**config.mk**
```make
export PLATFORM = sky130hd
export DESIGN_NAME = sdc_spi_core
export DESIGN_NICKNAME = d
export VERILOG_FILES = /design/src/rtl/sdc_pkg.sv /design/src/rtl/sdc_cmd_decode.sv /design/src/rtl/sdc_reg_bytes.sv /design/src/rtl/sdc_spi_core.sv
export SDC_FILE = /design/constraint.sdc
export NUM_CORES = 1
export LEC_CHECK = 0
export ABC_AREA = 1
export BUFFER_PORTS_ARGS = -buffer_cell sky130_fd_sc_hd__buf_2
export CORE_ASPECT_RATIO = 0.6
export CORE_MARGIN = 4
export CORE_UTILIZATION = 55
export DETAILED_ROUTE_END_ITERATION = 10
export PLACE_DENSITY = 0.89
export SLEW_MARGIN = 20
export SYNTH_ARGS = -nofsm -noshare
export SYNTH_HDL_FRONTEND = slang
export SYNTH_HIERARCHICAL = 1
export SYNTH_SLANG_ARGS = --single-unit
export TNS_END_PERCENT = 1
```
**constraint.sdc**
```tcl
create_clock -name clk -period 2.3 [get_ports clk]
set_input_delay 0.46 -clock clk [delete_from_list [all_inputs] [get_ports clk]]
set_output_delay 0.46 -clock clk [all_outputs]
set_load 0.02 [all_outputs]
```
**src/rtl/sdc_pkg.sv**
```systemverilog
package sdc_pkg;

    typedef enum logic [3:0] {
        ST_IDLE  = 4'd0,
        ST_READY = 4'd1,
        ST_IDENT = 4'd2,
        ST_STBY  = 4'd3,
        ST_TRAN  = 4'd4,
        ST_DATA  = 4'd5,
        ST_RCV   = 4'd6
    } card_st_e;

    typedef enum logic [2:0] {
        RSP_NONE = 3'd0,
        RSP_R1   = 3'd1,
        RSP_R2   = 3'd2,
        RSP_R3   = 3'd3,
        RSP_R6   = 3'd4
    } rsp_e;

    localparam int STATUS_W  = 32;
    localparam int ILL_BIT   = 22;
    localparam int ST_LSB    = 9;

    localparam logic [5:0] IX_RESET   = 6'd0;
    localparam logic [5:0] IX_OPCOND  = 6'd1;
    localparam logic [5:0] IX_ALLID   = 6'd2;
    localparam logic [5:0] IX_ADDR    = 6'd3;
    localparam logic [5:0] IX_DSR     = 6'd4;
    localparam logic [5:0] IX_SWFN    = 6'd6;
    localparam logic [5:0] IX_SELECT  = 6'd7;
    localparam logic [5:0] IX_RD_CSD  = 6'd9;
    localparam logic [5:0] IX_RD_CID  = 6'd10;
    localparam logic [5:0] IX_STREAM  = 6'd11;
    localparam logic [5:0] IX_STATUS  = 6'd13;
    localparam logic [5:0] IX_SLEEP   = 6'd15;
    localparam logic [5:0] IX_WR1     = 6'd24;
    localparam logic [5:0] IX_WRN     = 6'd25;
    localparam logic [5:0] IX_PRG_ID  = 6'd26;
    localparam logic [5:0] IX_PRG_CSD = 6'd27;
    localparam logic [5:0] IX_LOCK    = 6'd42;
    localparam logic [5:0] IX_APP_OP  = 6'd41;

endpackage

```
**src/rtl/sdc_cmd_decode.sv**
```systemverilog
module sdc_cmd_decode
    import sdc_pkg::*;
(
    input  logic       spi_i,
    input  logic       app_i,
    input  logic [5:0] idx_i,
    input  card_st_e   cur_i,
    output card_st_e   nxt_o,
    output logic       ill_o,
    output rsp_e       rsp_o,
    output logic       load_o,
    output logic       cid_o,
    output logic       clr_o
);

    always_comb begin
        nxt_o  = cur_i;
        ill_o  = 1'b0;
        rsp_o  = RSP_NONE;
        load_o = 1'b0;
        cid_o  = 1'b0;
        clr_o  = 1'b0;
        if (app_i) begin
            if (idx_i == IX_APP_OP) begin
                if (spi_i) begin
                    nxt_o = ST_TRAN;
                    rsp_o = RSP_R1;
                end else if (cur_i == ST_IDLE) begin
                    nxt_o = ST_READY;
                    rsp_o = RSP_R3;
                end else begin
                    ill_o = 1'b1;
                end
            end else begin
                ill_o = 1'b1;
            end
        end else begin
            case (idx_i)
                IX_RESET: begin
                    nxt_o = ST_IDLE;
                    clr_o = 1'b1;
                    rsp_o = spi_i ? RSP_R1 : RSP_NONE;
                end
                IX_OPCOND: begin
                    if (spi_i) begin
                        nxt_o = ST_TRAN;
                        rsp_o = RSP_R1;
                    end else begin
                        ill_o = 1'b1;
                    end
                end
                IX_ALLID: begin
                    if (!spi_i && cur_i == ST_READY) begin
                        nxt_o = ST_IDENT;
                        rsp_o = RSP_R2;
                    end else begin
                        ill_o = 1'b1;
                    end
                end
                IX_ADDR: begin
                    if (!spi_i && (cur_i == ST_IDENT || cur_i == ST_STBY)) begin
                        nxt_o = ST_STBY;
                        rsp_o = RSP_R6;
                    end else begin
                        ill_o = 1'b1;
                    end
                end
                IX_SELECT: begin
                    if (!spi_i && cur_i == ST_STBY) begin
                        nxt_o = ST_TRAN;
                        rsp_o = RSP_R1;
                    end else if (!spi_i && cur_i == ST_TRAN) begin
                        nxt_o = ST_STBY;
                        rsp_o = RSP_R1;
                    end else begin
                        ill_o = 1'b1;
                    end
                end
                IX_DSR, IX_SWFN, IX_STREAM, IX_SLEEP, IX_PRG_ID,
                IX_WR1, IX_WRN, IX_PRG_CSD, IX_LOCK: begin
                    if (spi_i) begin
                        ill_o = 1'b1;
                    end else begin
                        rsp_o = RSP_R1;
                    end
                end
                IX_RD_CSD, IX_RD_CID: begin
                    if (spi_i && cur_i == ST_TRAN) begin
                        nxt_o  = ST_DATA;
                        load_o = 1'b1;
                        cid_o  = (idx_i == IX_RD_CID);
                        rsp_o  = RSP_R1;
                    end else if (!spi_i && cur_i == ST_STBY) begin
                        rsp_o = RSP_R2;
                    end else begin
                        ill_o = 1'b1;
                    end
                end
                IX_STATUS: begin
                    rsp_o = RSP_R1;
                end
                default: begin
                    ill_o = 1'b1;
                end
            endcase
        end
    end

endmodule

```
**src/rtl/sdc_reg_bytes.sv**
```systemverilog
module sdc_reg_bytes #(
    parameter int                   NBYTES  = 16,
    parameter int                   OW      = $clog2(NBYTES),
    parameter logic [8*NBYTES-1:0]  CSD_VAL = '0,
    parameter logic [8*NBYTES-1:0]  CID_VAL = '0
) (
    input  logic          sel_cid_i,
    input  logic [OW-1:0] ofs_i,
    output logic [7:0]    byte_o
);

    logic [7:0] csd_b [NBYTES];
    logic [7:0] cid_b [NBYTES];

    for (genvar g = 0; g < NBYTES; g++) begin : g_split
        assign csd_b[g] = CSD_VAL[8*(NBYTES-1-g) +: 8];
        assign cid_b[g] = CID_VAL[8*(NBYTES-1-g) +: 8];
    end

    always_comb begin
        byte_o = sel_cid_i ? cid_b[ofs_i] : csd_b[ofs_i];
    end

endmodule

```
**src/rtl/sdc_spi_core.sv**
```systemverilog
module sdc_spi_core
    import sdc_pkg::*;
#(
    parameter int                  NBYTES  = 16,
    parameter logic [8*NBYTES-1:0] CSD_VAL = 128'h400E_0032_5B59_0000_1D8A_7F80_0A40_0001,
    parameter logic [8*NBYTES-1:0] CID_VAL = 128'h0353_4453_4430_3847_8012_3456_7800_C5A1
) (
    input  logic        clk,
    input  logic        rst_n,
    input  logic        spi_mode,
    input  logic        cmd_valid,
    input  logic [5:0]  cmd_idx,
    input  logic        cmd_app,
    input  logic        rd_req,
    output logic        rsp_valid,
    output logic [2:0]  rsp_type,
    output logic [31:0] card_status,
    output logic        rd_valid,
    output logic [7:0]  rd_data,
    output logic        data_ready
);

    localparam int            OW       = $clog2(NBYTES);
    localparam logic [OW-1:0] OFS_LAST = OW'(NBYTES - 1);

    typedef struct packed {
        card_st_e      st;
        logic          ill;
        logic          src_cid;
        logic [OW-1:0] ofs;
        logic          rsp_v;
        rsp_e          rsp;
        logic          rd_v;
        logic [7:0]    rd_byte;
    } core_s;

    core_s    core_d, core_q;
    card_st_e dec_nxt;
    logic     dec_ill, dec_load, dec_cid, dec_clr;
    rsp_e     dec_rsp;
    logic [7:0] src_byte;

    sdc_cmd_decode u_dec (
        .spi_i  (spi_mode),
        .app_i  (cmd_app),
        .idx_i  (cmd_idx),
        .cur_i  (core_q.st),
        .nxt_o  (dec_nxt),
        .ill_o  (dec_ill),
        .rsp_o  (dec_rsp),
        .load_o (dec_load),
        .cid_o  (dec_cid),
        .clr_o  (dec_clr)
    );

    sdc_reg_bytes #(
        .NBYTES  (NBYTES),
        .OW      (OW),
        .CSD_VAL (CSD_VAL),
        .CID_VAL (CID_VAL)
    ) u_bytes (
        .sel_cid_i (core_q.src_cid),
        .ofs_i     (core_q.ofs),
        .byte_o    (src_byte)
    );

    always_comb begin
        core_d       = core_q;
        core_d.rsp_v = 1'b0;
        core_d.rsp   = RSP_NONE;
        core_d.rd_v  = 1'b0;
        if (cmd_valid) begin
            core_d.st    = dec_nxt;
            core_d.ill   = dec_clr ? 1'b0 : (core_q.ill | dec_ill);
            core_d.rsp_v = 1'b1;
            core_d.rsp   = dec_rsp;
            if (dec_load) begin
                core_d.ofs     = '0;
                core_d.src_cid = dec_cid;
            end
        end else if (rd_req && core_q.st == ST_DATA) begin
            core_d.rd_v    = 1'b1;
            core_d.rd_byte = src_byte;
            if (core_q.ofs == OFS_LAST) begin
                core_d.st  = ST_TRAN;
                core_d.ofs = '0;
            end else begin
                core_d.ofs = core_q.ofs + OW'(1);
            end
        end
    end

    always_ff @(posedge clk or negedge rst_n) begin
        if (!rst_n) begin
            core_q <= '0;
        end else begin
            core_q <= core_d;
        end
    end

    always_comb begin
        card_status                  = '0;
        card_status[ILL_BIT]         = core_q.ill;
        card_status[ST_LSB +: 4]     = core_q.st;
    end

    assign rsp_valid  = core_q.rsp_v;
    assign rsp_type   = core_q.rsp;
    assign rd_valid   = core_q.rd_v;
    assign rd_data    = core_q.rd_byte;
    assign data_ready = (core_q.st == ST_DATA);

endmodule

```
## Word level (Yosys, flattened, before mapping)

Memories as Yosys holds them, arrays and structs flattened.
Cells that the tools add are included.

| storage, ports and cells | value |
|---|---|
| register bits after elaboration | 23 |
| ROM bits | 256 |
| input bits | 12 |
| output and inout bits | 46 |
| logic and storage cells | 128 |
| memories | 2 |

| cells by class | value |
|---|---|
| $add $sub $neg | 1 |
| magnitude comparators | 1 |
| equal/unequal tests | 32 |
| mux-type cells | 61 |
| bitwise operators | 3 |
| reductions and logical operators | 20 |

Memories:

| memory | depth | bits a word | read ports | clocked after Yosys merged registers in | wr ports | line | RTL |
|---|---|---|---|---|---|---|---|
| (no name shown) | 16 | 8 | 1 | 0 | 0 | sdc_reg_bytes.sv:21 | `byte_o = sel_cid_i ? cid_b[ofs_i] : csd_b[ofs_i];` |
| (no name shown) | 16 | 8 | 1 | 0 | 0 | sdc_reg_bytes.sv:21 |  |

Operators with widths:

| cell | number |
|---|---|
| $mux W4 | 18 |
| $mux W8 | 5 |
| $eq A6 B4 Y1 const B | 5 |
| $eq A6 B5 Y1 const B | 4 |
| $mux W1 | 24 |
| $pmux W4 S6 | 1 |
| $pmux W3 S7 | 1 |
| $eq A6 B3 Y1 const B | 3 |
| $mux W3 | 6 |
| $mux W9 | 2 |
| $ne A4 B3 Y1 const B | 4 |
| $eq A6 B2 Y1 const B | 2 |
| $eq A6 B6 Y1 const B | 2 |
| $reduce_and A10 Y1 | 1 |
| $reduce_or A9 Y1 | 1 |
| $eq A4 B2 Y1 const B | 2 |
| $eq A4 B3 Y1 const B | 2 |
| $ne A8 B1 Y1 const B | 1 |
| $pmux W1 S7 | 1 |
| $eq A6 B1 Y1 const B | 1 |
| $logic_and A1 B1 Y1 | 6 |
| $logic_not A6 Y1 | 1 |
| $mux W2 | 3 |
| $reduce_and A2 Y1 | 3 |
| other kinds (16) | 19 |

## Logic depth before layout (Yosys ltp)

| logic depth | value |
|---|---|
| word-level depth | 8 |
| mapped depth | 15 |
| mapped depth without buffers | 15 |

## Hierarchy

Netlist, hierarchy kept.

By module, submodules not included:

| module | instances | cells each | area an instance (µm²) | seq. area each (µm²) |
|---|---|---|---|---|
| sdc_spi_core | 1 | 161 | 1348.8 | 575.6 |
| sdc_cmd_decode | 1 | 134 | 650.6 | 0.0 |
| sdc_reg_bytes | 1 | 100 | 509.2 | 0.0 |

## Least setup slack after synthesis

No wires, ideal clock.

| timing path | value |
|---|---|
| path kind | in2reg |
| from | input spi_mode |
| to | register core_q, in the netlist card_status[22] |
| setup time | 0.118 ns |
| arrival time | 1.504 ns |
| required time | 2.182 ns |
| path slack | 0.678 ns |
| stages | 13 |
| buffers on the path | 1 |
| cell sequence | buf_2 nor2_2 nand2_1 nor2_2 inv_1 nand2_1 nand3_1 nand2_1 nand2_1 nor2_1 nor3_1 a21oi_1 inv_1 |

| between the ends | value |
|---|---|
| longest elaborated chain between the ends | 8 |
| elaborated cells between the ends (all ways) | 20 |
| those cells by class | mux: 13; bitwise: 1; reduce/logical: 6 |

RTL lines:

| what | line | RTL |
|---|---|---|
| start: declaration | sdc_spi_core.sv:10 | `input logic spi_mode,` |
| $logic_not A1 Y1 | - |  |
| $logic_and A1 B1 Y1 (on tied branches) | sdc_cmd_decode.sv:69, sdc_cmd_decode.sv:93, sdc_cmd_decode.sv:72 |  |
| $mux W1 (on tied branches) | sdc_cmd_decode.sv:93, sdc_cmd_decode.sv:72 |  |
| $mux W1 (on tied branches) | sdc_cmd_decode.sv:88, sdc_cmd_decode.sv:69 |  |
| $pmux W1 S7 | sdc_cmd_decode.sv:38 | `case (idx_i)` |
| $mux W1 (*) | sdc_cmd_decode.sv:23 | `if (app_i) begin` |
| via dec_ill | sdc_spi_core.sv:39 | `logic dec_ill, dec_load, dec_cid, dec_clr;` |
| $or A1 B1 Y1 (*) | sdc_spi_core.sv:74 | `core_d.ill = dec_clr ? 1'b0 : (core_q.ill \| dec_ill);` |
| $mux W1 (*) | sdc_spi_core.sv:74 |  |
| end signal: assignment | sdc_spi_core.sv:97 | `core_q <= core_d;` |
| end: declaration | sdc_spi_core.sv:37 | `core_s core_d, core_q;` |

The timed path passes the listed nets; every way through them passes the cells marked *.
A chain may end at the register's enable or synchronous reset.

## Worst setup path after layout

| timing path | value |
|---|---|
| from | register core_q, in the netlist card_status[10] |
| to | register core_q, in the netlist card_status[22] |

| between the ends | value |
|---|---|
| longest elaborated chain between the ends | 8 |
| elaborated cells between the ends (all ways) | 24 |
| those cells by class | eq/ne: 4; mux: 12; bitwise: 1; reduce/logical: 7 |

RTL lines:

| what | line | RTL |
|---|---|---|
| $eq A4 B2 Y1, or another cell as far along | sdc_cmd_decode.sv:61, sdc_cmd_decode.sv:69, sdc_cmd_decode.sv:93 |  |
| $logic_and A1 B1 Y1, or another cell as far along | sdc_cmd_decode.sv:69, sdc_cmd_decode.sv:93 |  |
| $mux W1, or another cell as far along | sdc_cmd_decode.sv:93 | `end else if (!spi_i && cur_i == ST_STBY) begin` |
| $mux W1 (on tied branches) | sdc_cmd_decode.sv:88, sdc_cmd_decode.sv:61, sdc_cmd_decode.sv:69 |  |
| $pmux W1 S7 | sdc_cmd_decode.sv:38 |  |
| $mux W1 (*) | sdc_cmd_decode.sv:23 |  |
| via dec_ill | sdc_spi_core.sv:39 |  |
| $or A1 B1 Y1 (*) | sdc_spi_core.sv:74 |  |
| $mux W1 (*) | sdc_spi_core.sv:74 |  |

Marked as above.

==> flow_summary.ini <==
[floorplanning]
die_y_um = 60.3
initial_utilization_pct = 58.9
dieArea_sq_mm = 0.00574
fp.dieW_um = 95.2
core-area_sq_mm = 0.00426
rows = 18
io_pins = 58

[yosys]
synth_top_area_share_pct = 22.9
ys_warn_count = 6
ys_ff_latch = 23
synth_top_flop_cell = dfrtp_1
synth-xor-area-share_pct = 0
synth_edf_count = 0
avgSynthCellArea_sq_um = 6.35
synth_top_family_by_area = simple AND/OR/NAND/NOR gates
synth_compound_area_share_pct = 4.64
yosysMostFrequentCell = nand2_1
seq_area_frac_synth_pct = 22.9
netlist_instances = 395
yosys-top-cells-count = 136 x nand2_1, 46 x buf_4, 35 x nor2_1
synthAdderAreaFrac_pct = 3.99
async_reset_ff_share_pct = 100
synth_cell_types = 33
synth_top_area_cell = dfrtp_1
synth_mux_area_share_pct = 0.449
synth.top_cells.by_area = dfrtp_1 23%, nand2_1 20%, buf_4 14%
synth_simple_gate_area_share_pct = 45.7
synth_area_sq_mm = 0.00251

[worst_setup_path]
slowest_stage = dfrtp_1
setup.reg_to_reg.worst_slack_ns = 0.35
path_class = reg2reg
cp.depth = 14
cp_num_buf_inv = 2
endpoint = card_status[22]
arrival_ns = 2.12
timing.critical_path.mode_cell = nand2_1
cp.required_ns = 2.47
cp-startpoint = card_status[10]
critical_path.cell_chain = nor2_1, nand3_1, nor2_1, inv_1, nand2_1, nand2_1, nand2_1, nand3_1, nand2_1, nand2_1, nor2_1, nor3_1, a21oi_1, inv_1
reg2reg_to = card_status[22]
start_kind = flop
crit_path_max_fanout = 8
endpoint_kind = flop
crit_path_max_incr_delay_ns = 0.50
r2r_start = card_status[10]
rr_worst_depth = 14
critPathTopFamily = simple AND/OR/NAND/NOR gates

[route]
drtIter0Drc = 313
ant_nets = 0
drc = 0
routedWlPerCell_um = 12.6
vias = 2392
vias_per_cell = 5.13
routed_wl_um = 5890
drt_first_pass_iters = 5

[global_route]
grt_pass1_wl_um = 9600
grt_pass1_vias = 1993
grt_overflow = 0
antenna_found_initial = 0
grt_max_degree = 24
grtUsageTotal_pct = 21.4

[layout]
area_growth_syn_to_layout_pct = -0.349
finalNetCount = 427
utilization_pct = 58.7
diodes = 0
fillers = 406
layout-drive-gt1-share_pct = 20.4

[clock_network]
clockBufferDepth = 2
cts_tree = done
clk_latency_ns = 0.27
cts_buffers = 3
postCtsHoldBufs = 0
cts.sinks = 23
root_buffer = clkbuf_8
cts.repair.resized = 0
path_clk_slew_ns = 0.08
postCtsSetupRepairBufs = 0
cts_htree_levels = 1

[timing]
tns_ns = 0
fmax_ghz = 0.513
setup_viol = 0
relSlewSlack_pct = 65.1
fin_skew_ns = 0.0107
hold_ws_ns = 0.155
drv_slew = 0
period_share_pct = 84.7
fin_crit_ns = 1.95
hold_viol = 0
rsz0062_at_grt = false
finalWorstSetupSlack_ns = 0.352
worst_pin_slew_ns = 0.518

[placement]
io_buffer_count = 30
dp_slack_ns = 0.385
gp_congestion = 0.956
dp_hpwl_um = 4780

[power_and_ir_drop]
power_density_mw_per_mm2 = 474
ir_worst_vdd_mv = 0.260
p_leak_nw = 1.49
finalPower_mw = 1.18

[worst_hold_path]
hp-class = in2async

[run]
drv_cap = 0

[outcome]
status = finished, final reports clean
## cell type report
type	count	area (sq um)	area share (%)
Multi-Input combinational cell	306	1480	59.0
Clock inverter	1	5.00	0.200
Sequential cell	23	576	23.0
Timing Repair Buffer	33	173	6.91
Tap cell	60	75.1	3.00
Inverter	40	155	6.21
Clock buffer	3	41.3	1.65
## cells in the final DEF, fill, tap and decap left out, types with 2 or more instances in the layout
cell type,netlist,routed
nand3_1,34,34
inv_4,2,2
nor3_1,3,3
dfrtp_1,23,23
nand3b_1,2,2
buf_2,2,30
conb_1,1,27
nor2_1,35,35
nand3_2,5,5
o21ai_1,5,5
o21ai_0,5,5
nand4_1,3,3
nor2_2,8,8
nand2_1,136,136
inv_2,8,8
nand2_4,3,3
nor2_4,4,4
buf_4,46,3
nand2_2,13,13
ha_1,8,8
clkbuf_8,0,3
inv_1,29,29
a21oi_1,6,6
## report_power, final
group          total, mW  switching (mW)  internal, mW
combinational      0.462           0.327         0.135
clock              0.246           0.125         0.121
sequential         0.477          0.0421         0.435
total               1.18           0.494         0.691
## routing by layer
layer	vias up	GRT usage [%]	routed length (um)
met5	-	0	0
met2	164	26.1	2060
li1	1185	-	-
met4	0	2.67	24
met3	6	8.30	977
met1	1037	34.8	2820
## sequential cells by signal (all words and copies together) (netlist names)
name and flops:
rd_data 8, rsp_type 3, core_q 5, rd_valid 1, rsp_valid 1, card_status 5
## cell families after synthesis
family | count (synthesis)
AOI/OAI and AO/OA | 21
adders and majority gates | 8
buffers and inverters | 92
DFF | 23
muxes | 1
other | 1
and+or+nand+nor | 249
## worst min path at each step
| stage | from | endpoint | slack [ns] | depth (start not counted) |
|---|---|---|---|---|
| 2_1_floorplan | rst_n | card_status[10] | 0.16 | 0 |
| 3_3_place_gp | rst_n | rsp_type[0] | 0.45 | 1 |
| 3_5_place_dp | rst_n | rsp_type[1] | 0.46 | 1 |
| 4_1_cts | rst_n | core_q[15] | 0.17 | 1 |
| 5_1_grt | rst_n | rd_data[3] | 0.19 | 1 |
| 6_report | rst_n | card_status[10] | 0.16 | 1 |
## through the flow
stage,instances,cell area (sq um)
after floorplan,421,2610
after global placement,462,2450
after detailed placement,462,2450
after CTS,466,2500
after global routing,466,2500
final,466,2500
(Power assumes the default switching activity.)
